===== src/rtl/gfx_irq_pkg.sv =====
package gfx_irq_pkg;
   localparam int unsigned SRC_COUNT = 3;
   localparam int unsigned SRC_OOM   = 0;
   localparam int unsigned SRC_FLUSH = 1;
   localparam int unsigned SRC_FRAME = 2;

   typedef enum logic [1:0] {
      SEL_PEND  = 2'd0,
      SEL_ENSET = 2'd1,
      SEL_ENCLR = 2'd2,
      SEL_NONE  = 2'd3
   } reg_sel_e;
endpackage


===== src/rtl/gfx_irq_src_bit.sv =====
// One pending bit. LEVEL selects the level-held variant, where an
// acknowledge cannot drop the bit while the cause is still high.
module gfx_irq_src_bit #(
   parameter bit LEVEL = 1'b0
) (
   input  logic clk,
   input  logic rst_n,
   input  logic cause,
   input  logic ack,
   output logic pend
);
   logic pend_d;

   generate
      if (LEVEL) begin : g_level
         always_comb begin
            if (cause)
               pend_d = 1'b1;
            else if (ack)
               pend_d = 1'b0;
            else
               pend_d = pend;
         end
      end else begin : g_pulse
         // sticky capture; a fresh pulse beats a same-cycle acknowledge
         always_comb pend_d = cause | (pend & ~ack);
      end
   endgenerate

   always_ff @(posedge clk or negedge rst_n) begin
      if (!rst_n)
         pend <= 1'b0;
      else
         pend <= pend_d;
   end
endmodule


===== src/rtl/gfx_irq_enable.sv =====
module gfx_irq_enable #(
   parameter int unsigned WIDTH = 3
) (
   input  logic             clk,
   input  logic             rst_n,
   input  logic [WIDTH-1:0] set_mask,
   input  logic [WIDTH-1:0] clr_mask,
   output logic [WIDTH-1:0] en
);
   always_ff @(posedge clk or negedge rst_n) begin
      if (!rst_n)
         en <= '0;
      else
         en <= (en | set_mask) & ~clr_mask;
   end
endmodule


===== src/rtl/gfx_irq_regif.sv =====
module gfx_irq_regif
   import gfx_irq_pkg::*;
#(
   parameter int unsigned ADDR_W  = 4,
   parameter int unsigned DATA_W  = 32,
   parameter int unsigned NUM_SRC = 3,
   parameter logic [ADDR_W-1:0] PEND_OFS  = 'h0,
   parameter logic [ADDR_W-1:0] ENSET_OFS = 'h4,
   parameter logic [ADDR_W-1:0] ENCLR_OFS = 'h8
) (
   input  logic [ADDR_W-1:0]  bus_addr,
   input  logic               bus_wr,
   input  logic [DATA_W-1:0]  bus_wdata,
   input  logic [NUM_SRC-1:0] pend,
   input  logic [NUM_SRC-1:0] en,
   output logic [NUM_SRC-1:0] ack_mask,
   output logic [NUM_SRC-1:0] set_mask,
   output logic [NUM_SRC-1:0] clr_mask,
   output logic [DATA_W-1:0]  bus_rdata
);
   reg_sel_e sel;

   always_comb begin
      if (bus_addr == PEND_OFS)
         sel = SEL_PEND;
      else if (bus_addr == ENSET_OFS)
         sel = SEL_ENSET;
      else if (bus_addr == ENCLR_OFS)
         sel = SEL_ENCLR;
      else
         sel = SEL_NONE;
   end

   always_comb begin
      ack_mask = '0;
      set_mask = '0;
      clr_mask = '0;
      if (bus_wr) begin
         unique case (sel)
            SEL_PEND:  ack_mask = bus_wdata[NUM_SRC-1:0];
            SEL_ENSET: set_mask = bus_wdata[NUM_SRC-1:0];
            SEL_ENCLR: clr_mask = bus_wdata[NUM_SRC-1:0];
            default:   ;
         endcase
      end
   end

   always_comb begin
      bus_rdata = '0;
      unique case (sel)
         SEL_PEND:             bus_rdata[NUM_SRC-1:0] = pend;
         SEL_ENSET, SEL_ENCLR: bus_rdata[NUM_SRC-1:0] = en;
         default:              ;
      endcase
   end
endmodule


===== src/rtl/gfx_irq_ctrl.sv =====
module gfx_irq_ctrl
   import gfx_irq_pkg::*;
#(
   parameter int unsigned ADDR_W  = 4,
   parameter int unsigned DATA_W  = 32,
   parameter logic [ADDR_W-1:0] PEND_OFS  = 'h0,
   parameter logic [ADDR_W-1:0] ENSET_OFS = 'h4,
   parameter logic [ADDR_W-1:0] ENCLR_OFS = 'h8,
   parameter logic [SRC_COUNT-1:0] LEVEL_MASK = 3'b001
) (
   input  logic              clk,
   input  logic              rst_n,
   input  logic [ADDR_W-1:0] bus_addr,
   input  logic              bus_wr,
   input  logic [DATA_W-1:0] bus_wdata,
   output logic [DATA_W-1:0] bus_rdata,
   input  logic              flush_done_evt,
   input  logic              frame_done_evt,
   input  logic              bin_oom_lvl,
   output logic              irq_req
);
   localparam int unsigned NUM_SRC = SRC_COUNT;

   generate
      if (DATA_W < NUM_SRC) begin : g_bad_data_w
         $error("DATA_W must hold every source bit");
      end
      if ((PEND_OFS == ENSET_OFS) || (PEND_OFS == ENCLR_OFS) ||
          (ENSET_OFS == ENCLR_OFS)) begin : g_bad_ofs
         $error("register offsets must differ");
      end
   endgenerate

   logic [NUM_SRC-1:0] cause;
   logic [NUM_SRC-1:0] pend_q;
   logic [NUM_SRC-1:0] en_q;
   logic [NUM_SRC-1:0] ack_mask;
   logic [NUM_SRC-1:0] set_mask;
   logic [NUM_SRC-1:0] clr_mask;

   always_comb begin
      cause            = '0;
      cause[SRC_OOM]   = bin_oom_lvl;
      cause[SRC_FLUSH] = flush_done_evt;
      cause[SRC_FRAME] = frame_done_evt;
   end

   gfx_irq_regif #(
      .ADDR_W(ADDR_W), .DATA_W(DATA_W), .NUM_SRC(NUM_SRC),
      .PEND_OFS(PEND_OFS), .ENSET_OFS(ENSET_OFS), .ENCLR_OFS(ENCLR_OFS)
   ) u_regif (
      .bus_addr  (bus_addr),
      .bus_wr    (bus_wr),
      .bus_wdata (bus_wdata),
      .pend      (pend_q),
      .en        (en_q),
      .ack_mask  (ack_mask),
      .set_mask  (set_mask),
      .clr_mask  (clr_mask),
      .bus_rdata (bus_rdata)
   );

   genvar gi;
   generate
      for (gi = 0; gi < NUM_SRC; gi++) begin : g_src
         gfx_irq_src_bit #(.LEVEL(LEVEL_MASK[gi])) u_bit (
            .clk   (clk),
            .rst_n (rst_n),
            .cause (cause[gi]),
            .ack   (ack_mask[gi]),
            .pend  (pend_q[gi])
         );
      end
   endgenerate

   gfx_irq_enable #(.WIDTH(NUM_SRC)) u_en (
      .clk      (clk),
      .rst_n    (rst_n),
      .set_mask (set_mask),
      .clr_mask (clr_mask),
      .en       (en_q)
   );

   always_ff @(posedge clk or negedge rst_n) begin
      if (!rst_n)
         irq_req <= 1'b0;
      else
         irq_req <= |(pend_q & en_q);
   end
endmodule


===== config.mk =====
export PLATFORM = sky130hd
export DESIGN_NAME = gfx_irq_ctrl
export DESIGN_NICKNAME = d
export VERILOG_FILES = /design/src/rtl/gfx_irq_pkg.sv /design/src/rtl/gfx_irq_src_bit.sv /design/src/rtl/gfx_irq_enable.sv /design/src/rtl/gfx_irq_regif.sv /design/src/rtl/gfx_irq_ctrl.sv
export SDC_FILE = /design/constraint.sdc
export NUM_CORES = 1
export LEC_CHECK = 0
export ABC_AREA = 1
export BUFFER_PORTS_ARGS = -buffer_cell sky130_fd_sc_hd__buf_2
export CORE_UTILIZATION = 34
export CTS_BUF_LIST = sky130_fd_sc_hd__clkbuf_4 sky130_fd_sc_hd__clkbuf_8
export CTS_CLUSTER_SIZE = 10
export DETAILED_ROUTE_END_ITERATION = 10
export PLACE_DENSITY = 0.81
export SETUP_SLACK_MARGIN = 0.02
export SYNTH_ARGS = -nofsm -noshare
export SYNTH_HDL_FRONTEND = slang
export SYNTH_SLANG_ARGS = --single-unit

===== constraint.sdc =====
create_clock -name clk -period 1 [get_ports clk]
set_input_delay 0.05 -clock clk [delete_from_list [all_inputs] [get_ports clk]]
set_output_delay 0.05 -clock clk [all_outputs]
set_load 0.02 [all_outputs]

; Word-level counts from Yosys, hierarchy flattened
; Cells that the tools add are included.
[op_classes]
n_eq_ne = 4
mux = 12
bitwise = 10
n_reduce_logical = 5
[op_table]
columns = operator, count
row1 = $mux W3, 6
row2 = $and A3 B3 Y3, 2
row3 = $pmux W3 S2, 1
row4 = $eq A4 B3 Y1 const B, 1
row5 = $eq A4 B4 Y1 const B, 1
row6 = $logic_not A4 Y1, 1
row7 = $mux W2, 2
row8 = $mux W1, 3
row9 = $not A3 Y3, 1
row10 = $or A3 B3 Y3, 1
row11 = $reduce_or A3 Y1, 1
row12 = $and A1 B1 Y1, 2
row13 = $eq A2 B1 Y1 const B, 1
row14 = $eq A2 B2 Y1 const B, 1
row15 = $logic_not A2 Y1, 1
row16 = $not A1 Y1, 2
row17 = $or A1 B1 Y1, 2
row18 = $reduce_bool A2 Y1, 1
row19 = $reduce_or A2 Y1, 1
[totals]
ff_bits = 7
in_bits = 42
out_inout_bits = 33
word_cells = 36

; Longest topological paths before layout
; Gate-level depths: netlist of run 1.
[logic_depth]
depth_word = 10
mapped_depth = 8
mapped_depth_nobuf = 8

; Cells and area by module
; A second synthesis of run 1 with hierarchy kept.
[unflattened]
hier_cells = 96
hier_area_um2 = 665.6
[by_module_without_submodules]
columns = mod, instances, cells_each, area_per_inst_um2, seq_area_each_um2
row1 = gfx_irq_regif, 1, 67, 406.6, 0.0
row2 = gfx_irq_src_bit, 3, 5, 40.0, 25.0
row3 = gfx_irq_enable, 1, 9, 97.6, 75.1
row4 = gfx_irq_ctrl, 1, 5, 41.3, 25.0

; Worst setup path before layout of run 1
; OpenSTA, ideal clock, no wires.
[synth_path]
kind = input -> output
startpoint = in bus_addr[1]
endpoint = out bus_rdata[0]
arrival_ns = 1.130
required_time_ns = 0.950
path_slack_ns = -0.180
path_stages = 8
n_path_buf = 0
path_cell_list = nor2_1 -> inv_1 -> nor2_1 -> inv_1 -> ha_1 -> inv_1 -> nand2_1 -> a21oi_1
[synth_between]
elab_chain_cells = 7
elab_cells_between_ends = 11
classes_between = eq/ne (4) / mux (4) / reduce/logical (3)
[synth_lines]
columns = item, line
row1 = from (decl), gfx_irq_ctrl.sv:13  ; input logic [ADDR_W-1:0] bus_addr,
row2 = $eq A4 B4 Y1, gfx_irq_regif.sv:28  ; else if (bus_addr == ENCLR_OFS)
row3 = $mux W1, gfx_irq_regif.sv:28
row4 = $mux W2, gfx_irq_regif.sv:26  ; else if (bus_addr == ENSET_OFS)
row5 = $mux W2 (*), gfx_irq_regif.sv:24  ; if (bus_addr == PEND_OFS)
row6 = $eq A2 B1 Y1 / $eq A2 B2 Y1 (equally long branches), gfx_irq_regif.sv:50  ; unique case (sel)
row7 = $reduce_or A2 Y1, gfx_irq_regif.sv:50
row8 = $pmux W3 S2 (*), gfx_irq_regif.sv:50
row9 = to (decl), gfx_irq_ctrl.sv:16  ; output logic [DATA_W-1:0] bus_rdata,
; Mark *: on every way between the ends. The rest lies on a longest branch, timed or not.

; Worst setup path after layout of run 1
[layout_path]
startpoint = in bus_addr[0]
endpoint = out bus_rdata[1]
; The elaborated chain is that of the path after synthesis.

==> Flow_metrics.wiki, run 1 <==
{| class="wikitable"
! Metric !! Value
|-
| Status || finished with violations
|-
| Failing checks || negative setup slack
|-
| Number of clock sinks || 7
|-
| Leakage dissipation || between 0.4 and 0.5 nW
|-
| Post-Synthesis Mean Instance Area || around 7.2 um2
|-
| Largest incremental delay on the critical path || approximately 240 ps
|-
| Element type at the critical path start || input port
|-
| Class of the most critical hold timing path || input port to flop
|-
| # diodes || 0
|-
| Leading cell types by total area after synthesis || sky130_fd_sc_hd__buf_4, sky130_fd_sc_hd__dfrtp_1, sky130_fd_sc_hd__nand2_1, sky130_fd_sc_hd__ha_1, sky130_fd_sc_hd__inv_1
|-
| DR DRC count || 0
|-
| VDD IR-drop max || slightly below 800 uV
|-
| Unique masters post-synth || 9
|-
| Effective utilization at floorplan || 0.368
|-
| Final TNS setup || -382 ps
|-
| Post-CTS setup-driven buffer insertion count || 0
|-
| Clock tree from TritonCTS || yes
|-
| Library cell used as clock root buffer || sky130_fd_sc_hd__clkbuf_4
|-
| Slack of the worst reg-to-reg path || roughly 300 ps
|-
| DR WL/cell || 7.96 um
|-
| Final-stage net count || 162
|-
| Most common cell in the netlist || sky130_fd_sc_hd__buf_4
|-
| Critical Path Sink Type || primary output
|-
| Number of placement rows || 15
|-
| Post-placement worst setup slack || -256 ps
|-
| Antenna violations before repair || 0
|-
| Fraction of final layout cells with drive strength greater than 1 || 0.339
|-
| Ratio of final minimum period to clock period || 1.13
|-
| Final slew viol count || 0
|-
| Final Setup Violations || 3
|-
| Wire length reported by the detailed router || approximately 1.1 mm
|-
| Number of H-tree branching levels || 1
|-
| Clk buf depth || 2
|-
| Vertical die dimension || approximately 45 um
|-
| Via count of the first global-routing pass || roughly 470
|-
| Leading cell types by count after synthesis || sky130_fd_sc_hd__buf_4, sky130_fd_sc_hd__nand2_1, sky130_fd_sc_hd__inv_1, sky130_fd_sc_hd__dfrtp_1, sky130_fd_sc_hd__nand3_1
|-
| Core footprint || 1750 um2
|-
| Largest net degree at the start of global routing || 8
|-
| Count of buffers from port buffering || 16
|-
| Crit path buffers/inverters || 4
|-
| Global-route wire length before repair || slightly below 2 mm
|-
| Startpoint-to-endpoint class of the critical path || input port to primary output
|-
| Largest delay contributor family on the critical path || buffers and inverters
|-
| Async S/R FF share, synth || 1.00
|-
| Cell count after synthesis || 89
|-
| Synthesis-stage register bit count || 7
|-
| Insertion delay to the later sink of the worst-skew pair || approximately 250 ps
|-
| First-pass detailed-route iteration total || 4
|-
| Highest clock frequency the design can meet || 0.886 GHz
|-
| Detailed placement HPWL || 898 um
|-
| Via density || 3.77
|-
| Power per cell area || around 1100 nW/um2
|-
| Arrival @ worst endpoint || between 1000 and 1500 ps
|-
| Die Area || roughly 2100 um2
|-
| Width of the chip || 45.5 um
|-
| CP max stage cell || sky130_fd_sc_hd__ha_4
|-
| Final min period || 1130 ps
|-
| Number of vias in the routed layout || ~530
|-
| CTS clock-pin slew for the worst setup and hold paths || ~50 ps
|-
| Total global routing track utilization || 0.133
|-
| Number of violations of the max-capacitance limit || 0
|-
| Clock tree skew after final layout || 0.965 ps
|-
| Final Hold Fails || 0
|-
| Area occupied by multi-input gates || ~420 um2
|-
| DRC violation total after the first TritonRoute iteration || 10
|-
| Post-synthesis instance area || ~640 um2
|-
| Clock buffer count from CTS || 3
|-
| Cells traversed along the worst timing path || buf_6 -> nor2_4 -> inv_2 -> nor2_4 -> ha_4 -> inv_6 -> nand2_4 -> a21oi_4 -> buf_6
|-
| Fill cell count || around 170
|-
| Total Power Consumption || approximately 950 uW
|-
| Minimum setup slack in the final design || -129 ps
|-
| YS warnings || 0
|-
| Routability Congestion || 0.802
|-
| Leading area contributor after synthesis || sky130_fd_sc_hd__buf_4
|-
| Register area share after synthesis || 0.272
|-
| Gr ovfl total || 0
|-
| Max Fanout on Critical Path || 3
|-
| Number of enable-type register cells in the synthesized netlist || 0
|-
| Layout overhead on the synthesized area || 35.8%
|-
| Area share of the largest cell type after synthesis || 0.339
|-
| I/O pin count || 75
|-
| Setup repair after global routing missed its margin || true
|-
| Top_reg_cell synth || sky130_fd_sc_hd__dfrtp_1
|-
| Count of nets left with antenna violations after detail routing || 0
|-
| Storage element area || between 150 and 200 um2
|-
| Worst endpoint required time || 950 ps
|}
==> cell families (layout without fill, tap and decap cells) <==
| group | after synthesis | after routing | synth area share |
|---|---|---|---|
| other cells | 1 | 29 | 0.00583 |
| compound gates | 6 | 6 | 0.0467 |
| simple gates | 29 | 29 | 0.183 |
| fa+ha+maj | 4 | 4 | 0.0778 |
| buf+inv | 42 | 40 | 0.414 |
| flops | 7 | 7 | 0.272 |
==> flip-flops by register name, indices dropped and copies added, names as in the netlist <==
signal,flops
u_en.en,3
irq_req,1
g_src.u_bit.pend,3
==> layout by cell type (no fill, tap or decap), drive strengths merged <==
cell type    synthesis  final
inv                 13     13
nand2               16     16
a21oi                6      6
clkbuf               0      4
ha                   4      4
nor2                 6      6
buf                 29     19
dlygate4sd3          0      4
conb                 1     29
dfrtp                7      7
nand3                7      7
==> worst paths after layout <==
| path | start | endpoint | cells after the start |
|---|---|---|---|
| setup / recovery | bus_addr[0] | bus_rdata[1] | 9 |
| hold / removal | bus_wdata[2] | u_en.en[2] | 3 |
| setup reg to reg | u_en.en[1] | u_en.en[1] | 2 |
| hold reg to reg | g_src[1].u_bit.pend | g_src[1].u_bit.pend | 2 |
| max in group asynchronous | rst_n | g_src[0].u_bit.pend | 2 |
| min in group asynchronous | rst_n | irq_req | 2 |
==> power breakdown <==
part           internal (mW)  switching, mW  total, mW
logic                 0.0998          0.208      0.307
clock network          0.179          0.102      0.282
registers              0.319         0.0401      0.359
==> area by class of cell <==
class | instances | share of cell area
tap | 25 | 0.0358
sequential | 7 | 0.201
timing repair buffer | 23 | 0.192
clock buffer | 4 | 0.0344
inverter | 13 | 0.0616
multi-input combinational | 68 | 0.476
==> metal layers <==
| metal | global-route usage | wire (um) | part of all wire | vias up |
|---|---|---|---|---|
| met5 | 0 | 0 | 0 | - |
| met4 | 0.0182 | 0 | 0 | 0 |
| met3 | 0.0714 | 91 | 0.082 | 0 |
| met2 | 0.229 | 572 | 0.51 | 32 |
| met1 | 0.147 | 452 | 0.41 | 234 |
| li1 | - | - | - | 262 |
==> metrics by stage <==
stage | cells | util | cell area [um2] | hold WS [ps]
after global placement | 132 | 0.422 | 736 | -115
final | 140 | 0.500 | 873 | 76.7
after CTS | 140 | 0.500 | 873 | 66.4
after floorplan | 117 | - | 820 | -246
after global routing | 140 | 0.500 | 873 | 68.8
after detailed placement | 132 | 0.422 | 736 | -111
==> tightest hold or removal path, delay by kind of cell <==
kind | cells | cell delay, ps
buffers and inverters | 1 | 110
and+or+nand+nor | 1 | 70
AOI/OAI and AO/OA | 1 | 50
==> timing repair <==
action,in CTS,in global routing
endpoints found under the hold margin,10,0
pin swaps,7,2
hold buffers,4,0
endpoints found under the setup margin,3,5
resized for setup,17,0
No activity file was read; power rests on OpenSTA's default activity.
==> run 2, diff against run 1 <==
--- a/config.mk
+++ b/config.mk
@@ -7,11 +7,11 @@
 export LEC_CHECK = 0
 export ABC_AREA = 1
 export BUFFER_PORTS_ARGS = -buffer_cell sky130_fd_sc_hd__buf_2
-export CORE_UTILIZATION = 34
+export CORE_UTILIZATION = 30
 export CTS_BUF_LIST = sky130_fd_sc_hd__clkbuf_4 sky130_fd_sc_hd__clkbuf_8
 export CTS_CLUSTER_SIZE = 10
 export DETAILED_ROUTE_END_ITERATION = 10
-export PLACE_DENSITY = 0.81
+export PLACE_DENSITY = 0.73
 export SETUP_SLACK_MARGIN = 0.02
 export SYNTH_ARGS = -nofsm -noshare
 export SYNTH_HDL_FRONTEND = slang
==> constraint.sdc (replaced) <==
create_clock -name clk -period 1.1 [get_ports clk]
set_input_delay 0.055 -clock clk [delete_from_list [all_inputs] [get_ports clk]]
set_output_delay 0.055 -clock clk [all_outputs]
set_load 0.02 [all_outputs]
==> run 2 against run 1 <==
The run still ends with negative setup slack left. Combinational power shrank 9.8%. First-iteration DRC count shrank 80%. Die area grew 13%. Register-to-register slack gained 100 ps. Clock skew grew 1.3 ps. Core utilization shrank 6.3 points. Sequential power shrank 9.2%. Total power shrank 9.6%. Setup slack gained 88 ps. Non-clock buffer count shrank 1. Worst hold slack lost 76 ps. Sequential cell count is the same. Largest power group unchanged. Highest routed layer unchanged.
==> Flow_metrics.wiki, run 2 (same netlist as run 1, synthesis figures left out) <==
{| class="wikitable"
! Metric !! Value
|-
| Status || finished with violations
|-
| Failing checks || negative setup slack
|-
| Arrival @ worst endpoint || ~1100 ps
|-
| Share of total power in the clock network || 0.296
|-
| Clock buffer count from CTS || 3
|-
| Most frequent cells in the layout || sky130_fd_sc_hd__conb_1, sky130_fd_sc_hd__nand2_1, sky130_fd_sc_hd__buf_2
|-
| Global-route wire length before repair || 1.86 mm
|-
| Final-stage net count || ~160
|-
| Setup repair after global routing missed its margin || true
|-
| Area occupied by multi-input gates || 410 um2
|-
| Core footprint || between 1500 and 2000 um2
|-
| Slack of the worst reg-to-reg path || about 400 ps
|-
| Max Fanout on Critical Path || 3
|-
| Final TNS setup || -101 ps
|-
| Number of cells in the design after placement || about 130
|-
| Die Area || about 2300 um2
|-
| Largest incremental delay on the critical path || about 240 ps
|-
| Count of buffers from port buffering || 16
|-
| Routability Congestion || a little under 0.8
|-
| Count of nets left with antenna violations after detail routing || 0
|-
| Finished Layout Cells || about 140
|-
| Number of placement rows || 16
|-
| DR DRC count || 0
|-
| Crit path buffers/inverters || 4
|-
| Vertical die dimension || around 48 um
|-
| DR WL/cell || around 8.2 um
|-
| Leakage dissipation || 0.454 nW
|-
| Worst reg2reg path depth || 2
|-
| Share of power burned in combinational logic || 0.324
|-
| Switching power of the nets || roughly 310 uW
|-
| Class of the most critical hold timing path || input port to flop
|-
| Pint || ~540 uW
|-
| Fraction of final layout cells with drive strength greater than 1 || 0.342
|-
| Smallest hold slack || ~1.2 ps
|-
| Wire length reported by the detailed router || 1.16 mm
|-
| Critical Path Sink Type || primary output
|-
| Util after Layout || 0.438
|-
| Worst endpoint required time || 1040 ps
|-
| Net switching fraction of the power || 0.367
|-
| Width of the chip || ~48 um
|-
| Element type at the critical path start || input port
|-
| Power per cell area || 988 nW/um2
|-
| Most common cell after layout, fill and taps aside || sky130_fd_sc_hd__conb_1
|-
| Library cell used as clock root buffer || sky130_fd_sc_hd__clkbuf_4
|-
| Clk buf depth || 2
|-
| Via density || 3.76
|-
| Highest clock frequency the design can meet || between 0.8 and 0.9 GHz
|-
| Final min period || ~1100 ps
|-
| Final slew viol count || 0
|-
| VDD IR-drop max || about 550 uV
|-
| Placed Area || about 700 um2
|-
| Number of cells on the critical path || 9
|-
| Startpoint of the lowest-slack register-to-register path || u_en.en[0]
|-
| Post-CTS setup-driven buffer insertion count || 0
|-
| # diodes || 0
|-
| Layout overhead on the synthesized area || 34.8%
|-
| Number of cells traversed by the worst hold path || 3
|-
| First-pass detailed-route iteration total || 3
|-
| Number of H-tree branching levels || 1
|-
| Cells traversed along the worst timing path || buf_6 -> nor2_4 -> inv_2 -> nor2_4 -> ha_4 -> inv_6 -> nand2_4 -> a21oi_4 -> buf_6
|-
| Startpoint-to-endpoint class of the critical path || input port to primary output
|-
| Final Setup Violations || 3
|-
| Global routing met3 resource utilization || 0.0597
|-
| Insertion delay to the later sink of the worst-skew pair || approximately 250 ps
|-
| Number of vias in the routed layout || 530
|-
| CTS clock-pin slew for the worst setup and hold paths || approximately 50 ps
|-
| Minimum setup slack in the final design || -41.6 ps
|-
| Detailed placement HPWL || 857 um
|-
| Via count of the first global-routing pass || between 400 and 500
|-
| Met1 track utilization from global routing || 0.129
|-
| Clock tree skew after final layout || about 2.3 ps
|-
| Largest registers in the final layout || g_src.u_bit.pend x3, u_en.en x3, irq_req x1
|-
| Top Usage Layer GRT || met2
|-
| Largest delay contributor family on the critical path || buffers and inverters
|-
| Ratio of final minimum period to clock period || 1.04
|-
| Storage element area || approximately 180 um2
|-
| I/O pin count || 75
|-
| Startpoint of the tightest hold check path || flush_done_evt
|-
| Clock tree from TritonCTS || yes
|-
| DRC violation total after the first TritonRoute iteration || 2
|-
| Flop pwr share || 0.381
|-
| Effective utilization at floorplan || 0.324
|-
| Number of clock sinks || 7
|-
| Fill cell count || about 200
|-
| Total global routing track utilization || 0.107
|-
| Number of violations of the max-capacitance limit || 0
|-
| Largest net degree at the start of global routing || 8
|-
| Post-layout instance area || roughly 870 um2
|-
| Worst setup path startpoint || bus_addr[1]
|-
| Gr ovfl total || 0
|-
| Fraction of met2 tracks used by global routing || 0.176
|-
| Antenna violations before repair || 0
|-
| Final Hold Fails || 0
|-
| CP max stage cell || sky130_fd_sc_hd__ha_4
|}
## run 2: cell types whose count changed in the layout (fill, tap and decap cells not counted), sizes merged
| cell | before | now |
|---|---|---|
| dlygate4sd3 | 4 | 3 |
## run 2: routing by layer
metal | routed length, um | vias up
li1 | - | 263
met4 | 0 | 0
met5 | 0 | -
met1 | 488 | 240
met2 | 582 | 27
met3 | 93 | 0
## run 2: power groups by stage
stage               Combinational, mW  Sequential (mW)  Clock [mW]
floorplan                       0.245            0.317           0
global placement                0.224            0.318           0
detailed placement              0.225            0.319           0
CTS                             0.268            0.322       0.260
global route                    0.302            0.331       0.274
finish                          0.277            0.326       0.253
## run 2: worst reg2reg max path: stages, from the launching register on
cell and delay [ps]:
sky130_fd_sc_hd__dfrtp_1 420, sky130_fd_sc_hd__inv_1 60, sky130_fd_sc_hd__a21oi_1 140
## run 2: cell type report
cell class	instances	area share
sequential	7	0.202
tap	27	0.0390
timing repair buffer	22	0.189
inverter	13	0.0620
clock buffer	4	0.0346
multi-input combinational	68	0.473
## run 2: per-stage QoR
stage	total power [mW]	setup WS [ps]
2_1_floorplan	0.562	35.3
3_3_place_gp	0.542	-145
3_5_place_dp	0.544	-177
4_1_cts	0.851	-55.8
5_1_grt	0.906	-85.0
6_report	0.856	-41.6
## run 2: timing repair
item,4_1_cts,5_1_grt
endpoints found under the hold margin,9,0
hold buffers,3,0
setup endpoints to repair,3,3
gates resized for setup,26,3
pin swaps,5,6
## run 2: path summary, 6_finish.rpt
kind | end
min reg2reg | g_src[1].u_bit.pend
min in group asynchronous | g_src[2].u_bit.pend
max | bus_rdata[0]
min | g_src[1].u_bit.pend
max in group asynchronous | g_src[1].u_bit.pend
max reg2reg | u_en.en[0]
==> run 3, diff against run 2 <==
--- a/config.mk
+++ b/config.mk
@@ -7,6 +7,7 @@
 export LEC_CHECK = 0
 export ABC_AREA = 1
 export BUFFER_PORTS_ARGS = -buffer_cell sky130_fd_sc_hd__buf_2
+export CORE_ASPECT_RATIO = 0.75
 export CORE_UTILIZATION = 30
 export CTS_BUF_LIST = sky130_fd_sc_hd__clkbuf_4 sky130_fd_sc_hd__clkbuf_8
 export CTS_CLUSTER_SIZE = 10
==> run 3 against run 2 <==
The run still ends with negative setup slack left. Worst hold slack improved by 91 ps. Setup slack improved by 12 ps. Critical path depth rose by 1. Core utilization shrank 1.1 points. Via count shrank 0.94%. Total power shrank 1.9%. First-iteration DRC count is 100% higher. Sequential power down 2%. Sequential share of layout area is 0.18 points higher. Design area decreased by 0.87%.
==> Flow_metrics.wiki, run 3 (same netlist as run 1, synthesis figures left out) <==
{| class="wikitable"
! Metric !! Value
|-
| Clk buf depth || 2
|-
| Status || finished with violations
|-
| DRC violation total after the first TritonRoute iteration || 4
|-
| Final min period || between 1000 and 1500 ps
|-
| Largest net degree at the start of global routing || 8
|-
| Gr ovfl total || 0
|-
| Global routing met3 resource utilization || 0.0370
|-
| DR DRC count || 0
|-
| Met1 track utilization from global routing || 0.117
|-
| Count of buffers from port buffering || 16
|-
| Final slew viol count || 0
|-
| Failing checks || negative setup slack
|-
| Share of total power in the clock network || 0.298
|-
| Final Hold Fails || 0
|-
| Largest registers in the final layout || g_src.u_bit.pend x3, u_en.en x3, irq_req x1
|-
| Crit path buffers/inverters || 5
|-
| Routability Congestion || just over 0.8
|-
| Layout overhead on the synthesized area || 33.7%
|-
| Total Power Consumption || around 840 uW
|-
| DR WL/cell || ~7.6 um
|-
| Die Area || 2330 um2
|-
| Most frequent cells in the layout || sky130_fd_sc_hd__conb_1, sky130_fd_sc_hd__nand2_1, sky130_fd_sc_hd__buf_2
|-
| Count of nets left with antenna violations after detail routing || 0
|-
| Final-stage net count || ~160
|-
| Startpoint-to-endpoint class of the critical path || input port to primary output
|-
| Wire length reported by the detailed router || between 1 and 1.5 mm
|-
| Class of the most critical hold timing path || input port to flop
|-
| Largest delay contributor family on the critical path || buffers and inverters
|-
| Share of power burned in combinational logic || 0.322
|-
| Antenna violations before repair || 0
|-
| Number of clock sinks || 7
|-
| CP max stage cell || sky130_fd_sc_hd__ha_4
|-
| Pint || 540 uW
|-
| Net switching fraction of the power || 0.358
|-
| Setup repair after global routing missed its margin || true
|-
| Power per cell area || 978 nW/um2
|-
| Placed Area || ~700 um2
|-
| First-pass detailed-route iteration total || 4
|-
| Minimum setup slack in the final design || -29.8 ps
|-
| Library cell used as clock root buffer || sky130_fd_sc_hd__clkbuf_4
|-
| Cells traversed along the worst timing path || buf_2 -> nor2_4 -> inv_2 -> nor2_4 -> inv_2 -> ha_4 -> inv_4 -> nand2_2 -> a21oi_4 -> buf_6
|-
| Largest incremental delay on the critical path || approximately 240 ps
|-
| Via density || ~3.8
|-
| Highest clock frequency the design can meet || between 0.8 and 0.9 GHz
|-
| Arrival @ worst endpoint || 1070 ps
|-
| Global-route wire length before repair || about 1.7 mm
|-
| Insertion delay to the later sink of the worst-skew pair || about 250 ps
|-
| I/O pin count || 75
|-
| Post-layout instance area || between 800 and 900 um2
|-
| Width of the chip || between 50 and 60 um
|-
| Flop pwr share || 0.380
|-
| Element type at the critical path start || input port
|-
| Leakage dissipation || 0.448 nW
|-
| Effective utilization at floorplan || 0.319
|-
| Number of vias in the routed layout || around 530
|-
| Via count of the first global-routing pass || roughly 430
|-
| Max Fanout on Critical Path || 3
|-
| Core footprint || 2010 um2
|-
| Critical Path Sink Type || primary output
|-
| Number of placement rows || 14
|-
| Total global routing track utilization || 0.0912
|-
| Switching power of the nets || about 300 uW
|-
| Ratio of final minimum period to clock period || 1.03
|-
| Top Usage Layer GRT || met2
|-
| Final Setup Violations || 3
|-
| CTS clock-pin slew for the worst setup and hold paths || 50 ps
|-
| Number of violations of the max-capacitance limit || 0
|-
| Number of H-tree branching levels || 1
|-
| Worst endpoint required time || ~1000 ps
|-
| Clock tree from TritonCTS || yes
|-
| Detailed placement HPWL || around 910 um
|-
| Fraction of met2 tracks used by global routing || 0.147
|-
| Clock tree skew after final layout || roughly 5.7 ps
|-
| Fraction of final layout cells with drive strength greater than 1 || 0.336
|-
| Vertical die dimension || 42.1 um
|-
| # diodes || 0
|-
| Clock buffer count from CTS || 3
|-
| VDD IR-drop max || 674 uV
|-
| Most common cell after layout, fill and taps aside || sky130_fd_sc_hd__conb_1
|}
[run 3: path summary, 6_finish.rpt]
kind / startpoint / endpoint / slack, ps / cells after the start
worst max-delay path: bus_addr[0] / bus_rdata[2] / -30 / 10
worst min-delay path: bus_wdata[1] / u_en.en[1] / 90 / 3
worst max register to register: u_en.en[0] / irq_req / 430 / 2
worst min register to register: g_src[1].u_bit.pend / g_src[1].u_bit.pend / 510 / 2
max in group asynchronous: rst_n / g_src[2].u_bit.pend / 770 / 2
min in group asynchronous: rst_n / irq_req / 170 / 2
[run 3: worst register-to-register path, delay by kind of cell (launching register included)]
kind             cells  cell delay [ps]
flip-flops           1              410
AND/OR/NAND/NOR      2              150
[run 3: cell type report]
| cell class | instances | area, um2 |
|---|---|---|
| sequential | 7 | 175 |
| fill | 203 | 1150 |
| tap | 24 | 30.0 |
| inverter | 13 | 51.3 |
| multi-input combinational | 68 | 398 |
| timing repair buffer | 24 | 175 |
| clock buffer | 4 | 30.0 |
[run 3: per-layer routing]
| layer | part of all wire | vias to the layer above |
|---|---|---|
| met3 | 0.068 | 0 |
| met2 | 0.48 | 29 |
| met4 | 0 | 0 |
| met1 | 0.45 | 233 |
| met5 | 0 | - |
| li1 | - | 263 |
[run 3: what timing repair did]
item	in CTS	in global routing
hold buffers	4	0
gates resized for setup	13	11
setup buffers	1	0
pin swaps	1	4
setup endpoints to repair	3	3
hold endpoints to repair	10	0
[run 3: power groups by stage]
| stage | sequential (mW) | clock [mW] | combinational [mW] |
|---|---|---|---|
| 6_report | 0.319 | 0.251 | 0.270 |
| 3_3_place_gp | 0.319 | 0 | 0.223 |
| 2_1_floorplan | 0.317 | 0 | 0.245 |
| 3_5_place_dp | 0.318 | 0 | 0.228 |
| 4_1_cts | 0.319 | 0.265 | 0.255 |
| 5_1_grt | 0.322 | 0.276 | 0.298 |
[run 3: per-stage QoR]
stage | utilization | worst slack (ps) | TNS, ps | instances | hold WS (ps)
2_1_floorplan | - | 35.3 | 0 | 117 | -241
3_3_place_gp | 0.346 | -158 | -827 | 131 | -112
4_1_cts | 0.403 | -121 | -320 | 140 | 86.2
6_report | 0.427 | -29.8 | -80.3 | 140 | 92.6
3_5_place_dp | 0.346 | -187 | -996 | 131 | -108
5_1_grt | 0.427 | -96.5 | -279 | 140 | 94.0
